--- config.mk ---
export PLATFORM = sky130hd
export DESIGN_NAME = fir_direct
export DESIGN_NICKNAME = d
export VERILOG_FILES = /design/src/rtl/fir_pkg.sv /design/src/rtl/fir_tap_sum.sv /design/src/rtl/fir_quant.sv /design/src/rtl/fir_direct.sv
export SDC_FILE = /design/constraint.sdc
export NUM_CORES = 2
export LEC_CHECK = 0
export BUFFER_PORTS_ARGS = -buffer_cell sky130_fd_sc_hd__buf_2
export CORE_ASPECT_RATIO = 1.4
export CORE_MARGIN = 2
export CORE_UTILIZATION = 50
export DETAILED_ROUTE_END_ITERATION = 8
export GPL_TIMING_DRIVEN = 0
export PLACE_DENSITY = 0.78
export SYNTH_ARGS = -nofsm -noshare
export SYNTH_HDL_FRONTEND = slang
export SYNTH_SLANG_ARGS = --single-unit
--- constraint.sdc ---
create_clock -name clk -period 18.26 [get_ports clk]
set_clock_uncertainty 0.05 [all_clocks]
set_input_delay 1.826 -clock clk [delete_from_list [all_inputs] [get_ports clk]]
set_output_delay 1.826 -clock clk [all_outputs]
set_load 0.02 [all_outputs]
--- src/rtl/fir_pkg.sv ---
package fir_pkg;

    localparam int FIR_TAPS = 51;
    localparam int FIR_SW   = 16;
    localparam int FIR_CW   = 16;

    // Symmetric triangle centred on zero: c[k] = min(k, N-1-k) - N/4
    function automatic logic [FIR_TAPS*FIR_CW-1:0] default_coefs();
        logic [FIR_TAPS*FIR_CW-1:0] v;
        v = '0;
        for (int k = 0; k < FIR_TAPS; k++) begin
            int m;
            m = (k < FIR_TAPS - 1 - k) ? k : FIR_TAPS - 1 - k;
            v[k*FIR_CW +: FIR_CW] = FIR_CW'(m - FIR_TAPS / 4);
        end
        return v;
    endfunction

endpackage

--- src/rtl/fir_tap_sum.sv ---
module fir_tap_sum #(
    parameter int NTAPS = 51,
    parameter int DW    = 16,
    parameter int CW    = 16,
    parameter int AW    = 40,
    parameter bit FOLD  = 1'b1,
    parameter logic [NTAPS*CW-1:0] COEFS = '0
) (
    input  logic [NTAPS-1:0][DW-1:0] taps,
    output logic signed [AW-1:0]     acc
);
    localparam int PW    = DW + CW;
    localparam int NPAIR = NTAPS / 2;
    localparam bit ODD   = (NTAPS % 2) == 1;
    localparam int NPROD = FOLD ? (NPAIR + (ODD ? 1 : 0)) : NTAPS;

    logic signed [PW:0] prod [NPROD];

    generate
        if (FOLD) begin : g_fold
            for (genvar k = 0; k < NPAIR; k++) begin : g_pair
                logic signed [DW:0] pre_sum;
                assign pre_sum = (DW+1)'($signed(taps[k])) + (DW+1)'($signed(taps[NTAPS-1-k]));
                assign prod[k] = (PW+1)'(pre_sum) * (PW+1)'($signed(COEFS[k*CW +: CW]));
            end
            if (ODD) begin : g_mid
                assign prod[NPAIR] = (PW+1)'($signed(taps[NPAIR]))
                                   * (PW+1)'($signed(COEFS[NPAIR*CW +: CW]));
            end
        end else begin : g_flat
            for (genvar k = 0; k < NTAPS; k++) begin : g_tap
                assign prod[k] = (PW+1)'($signed(taps[k])) * (PW+1)'($signed(COEFS[k*CW +: CW]));
            end
        end
    endgenerate

    always_comb begin
        acc = '0;
        for (int k = 0; k < NPROD; k++) begin
            acc = acc + AW'(prod[k]);
        end
    end

endmodule

--- src/rtl/fir_quant.sv ---
module fir_quant #(
    parameter int AW    = 40,
    parameter int OW    = 16,
    parameter int SHIFT = 0
) (
    input  logic signed [AW-1:0] acc,
    output logic [OW-1:0]        q
);
    localparam logic signed [AW-1:0] QMAX = {{(AW-OW+1){1'b0}}, {(OW-1){1'b1}}};
    localparam logic signed [AW-1:0] QMIN = {{(AW-OW+1){1'b1}}, {(OW-1){1'b0}}};

    logic signed [AW-1:0] floored;

    always_comb begin
        floored = acc >>> SHIFT;
        if (floored > QMAX) begin
            q = QMAX[OW-1:0];
        end else if (floored < QMIN) begin
            q = QMIN[OW-1:0];
        end else begin
            q = floored[OW-1:0];
        end
    end

endmodule

--- src/rtl/fir_direct.sv ---
module fir_direct #(
    parameter int NTAPS    = fir_pkg::FIR_TAPS,
    parameter int DW       = fir_pkg::FIR_SW,
    parameter int CW       = fir_pkg::FIR_CW,
    parameter int OW       = 16,
    parameter int AW       = 40,
    parameter int ACC_FRAC = 31,
    parameter int FRAC_OUT = 31,
    parameter bit FOLD     = 1'b1,
    parameter logic [NTAPS*CW-1:0] COEFS = fir_pkg::default_coefs()
) (
    input  logic          clk,
    input  logic          rst,
    input  logic          en,
    input  logic [DW-1:0] x_in,
    output logic [OW-1:0] y_out
);
    localparam int NDLY  = NTAPS - 1;
    localparam int SHIFT = ACC_FRAC - FRAC_OUT;

    typedef struct packed {
        logic [NDLY-1:0][DW-1:0] dly;
        logic [OW-1:0]           y;
    } state_t;

    state_t st_d, st_q;

    logic [NTAPS-1:0][DW-1:0] taps;
    logic signed [AW-1:0]     acc_w;
    logic [OW-1:0]            y_next;

    assign taps = {st_q.dly, x_in};

    fir_tap_sum #(
        .NTAPS (NTAPS),
        .DW    (DW),
        .CW    (CW),
        .AW    (AW),
        .FOLD  (FOLD),
        .COEFS (COEFS)
    ) u_sum (
        .taps (taps),
        .acc  (acc_w)
    );

    fir_quant #(
        .AW    (AW),
        .OW    (OW),
        .SHIFT (SHIFT)
    ) u_quant (
        .acc (acc_w),
        .q   (y_next)
    );

    always_comb begin
        st_d = st_q;
        if (en) begin
            st_d.dly = {st_q.dly[NDLY-2:0], x_in};
            st_d.y   = y_next;
        end
    end

    always_ff @(posedge clk) begin
        if (rst) begin
            st_q <= '0;
        end else begin
            st_q <= st_d;
        end
    end

    assign y_out = st_q.y;

    // Checks on the registered result against the raw accumulator
    localparam longint HI_LIM = (64'sd1 <<< (OW - 1)) - 64'sd1;
    localparam longint LO_LIM = -HI_LIM - 64'sd1;

    logic signed [AW-1:0] acc_sh;
    assign acc_sh = acc_w >>> SHIFT;

    a_r7_hold_out: assert property (@(posedge clk) disable iff (rst)
        !en |=> $stable(st_q.y));

    a_r7_hold_dly: assert property (@(posedge clk) disable iff (rst)
        !en |=> $stable(st_q.dly));

    a_r5_pos_clamp: assert property (@(posedge clk) disable iff (rst)
        (en && (longint'(acc_sh) > HI_LIM)) |=> (y_out == {1'b0, {(OW-1){1'b1}}}));

    a_r6_neg_clamp: assert property (@(posedge clk) disable iff (rst)
        (en && (longint'(acc_sh) < LO_LIM)) |=> (y_out == {1'b1, {(OW-1){1'b0}}}));

    a_r2_in_range: assert property (@(posedge clk) disable iff (rst)
        (en && (longint'(acc_sh) <= HI_LIM) && (longint'(acc_sh) >= LO_LIM))
        |=> (y_out == $past(acc_sh[OW-1:0])));

endmodule

==> impl_metrics.tcl <==
set metrics [dict create \
    drtIter0Drc 3377 \
    dp_hpwl_microns 211000 \
    routed_wirelength_microns 244000 \
    antenna_found_initial 5 \
    ys_ff_latch 816 \
    place_congestion 1.06 \
    die-area_sq_um 167000 \
    cts_tree "done" \
    reg2reg_to "y_out[11]" \
    syn_to_final_growth_pct 7.66 \
    cp_max_fo 10 \
    coreArea_sq_um 162000 \
    startpoint "x_in[1]" \
    drive_gt1_share_pct 3.37 \
    crit_end "y_out[11]" \
    syn_nets 10658 \
    die_y_microns 482 \
    cp_num_buf_inv 9 \
    worstPathRequired_ps 18780 \
    clk_pin_slew_ps 60 \
    layout_common_cells "1665 x inv_1, 1062 x nor2_1, 1031 x ha_1" \
    min-delay-start "st_q[802]" \
    rrSetupSlack_ps 570 \
    cp_top_family "adder cells" \
    hold_class "reg -> reg" \
    relSlewSlack_pct -0.774 \
    cp_common_cell "fa_1" \
    cp.depth 58 \
    netlist_instances 8630 \
    hold_buffers 0 \
    cts_num_sinks 816 \
    endpoint_kind "flop" \
    dieWidth_microns 345 \
    yosysWarnings 0 \
    pre_cts_ws_ps -1820 \
    setup_viol_count_final 0 \
    grt_max_degree 15 \
    yosys-top-cells-area "fa_1 24%, dfxtp_1 20%, ha_1 16%" \
    numCtsBuffers 90 \
    clk_latency_ps 730 \
    vias_per_cell 5.54 \
    ys.flop_type "dfxtp_1" \
    clock.fmax_mhz 55.9 \
    synth_area_leader_cell "fa_1" \
    track_usage_pct 29.5 \
    rows 175 \
    async_flop_share_pct 0 \
    wl_per_cell_microns 22.2 \
    cts_buffer_depth 3 \
    final_common_cell "inv_1" \
    drv_cap 3 \
    critPathKind "in -> reg" \
    fin_crit_sh_pct 98.1 \
    drv_slew 11 \
    fin_crit_ps 17900 \
    grt_overflow 0 \
    num-nets-final 10790 \
    design_area_sq_um 87900 \
    critPathArrivalTime_ps 18420 \
    yosys.cell_types.count 81 \
    synth-seq-area-share_pct 20.0 \
    grt_pass1_vias 65913 \
    critPathMaxStageDelay_ps 620 \
    ctsHtreeMaxLevel 3 \
    portBuffers 32 \
    synth_top_cell_area_share_pct 23.9 \
    num_vias 60730 \
    fin_ws_ps 356 \
    synthesis.area_sq_um 81600 \
    fin_tns_setup_ps 0 \
    initial_core_util_pct 50.3 \
    route.detailed.drc 0 \
    avgSynthCellArea_sq_um 9.46 \
    synth-edff-count 0 \
    drtAntennaViolNets 0 \
    first_pass_iters 8 \
    grt_pass1_wl_microns 373000 \
    critPathSlowestCell "fa_1" \
    cts_root_buf "clkbuf_16" \
    violations "capacitance limit, slew limit" \
    rr_startpoint "st_q[769]" \
    hold_depth 2 \
    ios 35 \
    hold_viol 0 \
    tightestPinTransition_ps 1500 \
    final.fill_count 14132 \
    r2r_cells 59 \
    hold_ws_ps 450 \
    status "finished, violations left" \
    place_area_sq_um 84500 \
    startpoint_type "primary input" \
]
-- stage by stage --
step,instances,utilization (%)
after floorplan,8630,-
after global placement,10786,52.0
after detailed placement,10788,52.1
after CTS,10953,54.0
after global routing,10960,54.2
final,10961,54.2
-- synthesized netlist by cell type, drive strengths merged (16+ instances only) --
cell type,n
o211ai,32
buf,103
inv,1669
ha,1035
a21o,83
a211oi,21
o31a,16
o41ai,26
mux2i,807
and3,25
a21oi,291
nor2,1064
nand2b,28
fa,974
or3,30
a31oi,28
o21a,36
nor3,102
a211o,16
nand3,106
xnor2,305
xor2,124
clkbuf,131
o21ai,133
nand2,198
o2111ai,24
o32ai,17
dfxtp,816
nor2b,51
o21bai,112
a21boi,45
-- cells by family after synthesis --
kind of cell               share of synthesized area (%)
DFF                                                 20.0
xor gates and xnor gates                            4.60
adders and majority gates                           39.8
and+or+nand+nor                                     8.89
AOI/OAI and AO/OA                                   7.93
buffers and inverters                               8.85
muxes                                               9.95
-- routing by layer --
layer	vias to the layer above	share of wire, %	track usage [%]
met5	-	0.011	0
met4	4	9.1	23.4
met3	773	5.2	4.42
met2	1724	50	53.9
met1	30076	35	30.0
li1	28153	-	-
-- worst reg2reg max path, delay by kind of cell (launching register included) --
family                   cells  cell delay, ps
XOR/XNOR                     6            1680
AND/OR/NAND/NOR              5            1800
buffers and inverters        9             860
adder cells (fa/ha/maj)     20            8650
flip-flops                   1             400
AO/OA/AOI/OAI               19            4150
-- cell type report --
class	instances	area, sq um	share of cell area [%]
Inverter	1669	6270	7.13
Antenna cell	3	7.51	0.00854
Timing Repair Buffer	43	259	0.295
Sequential cell	816	16300	18.6
Multi-Input combinational cell	5911	58300	66.4
Buffer	231	951	1.08
Clock inverter	37	454	0.517
Tap cell	2124	2660	3.02
Clock buffer	127	2590	2.95
-- sequential cells by signal, summed over array words and instances, names as in the netlist --
signal and cells:
st_q 800, y_out 16
-- worst min path at each step --
stage	endpoint
3_3_place_gp	st_q[198]
3_5_place_dp	st_q[627]
6_report	st_q[802]
5_1_grt	st_q[197]
4_1_cts	st_q[201]
2_1_floorplan	st_q[192]
-- repair_timing --
item                       CTS  global route
buffers inserted             1             8
setup endpoints to repair   15            16
pin swaps                    1            10
resized for setup           21            61
Power is not shown: default switching activity piles up to over one toggle a cycle in this logic, so the estimate is an artifact.
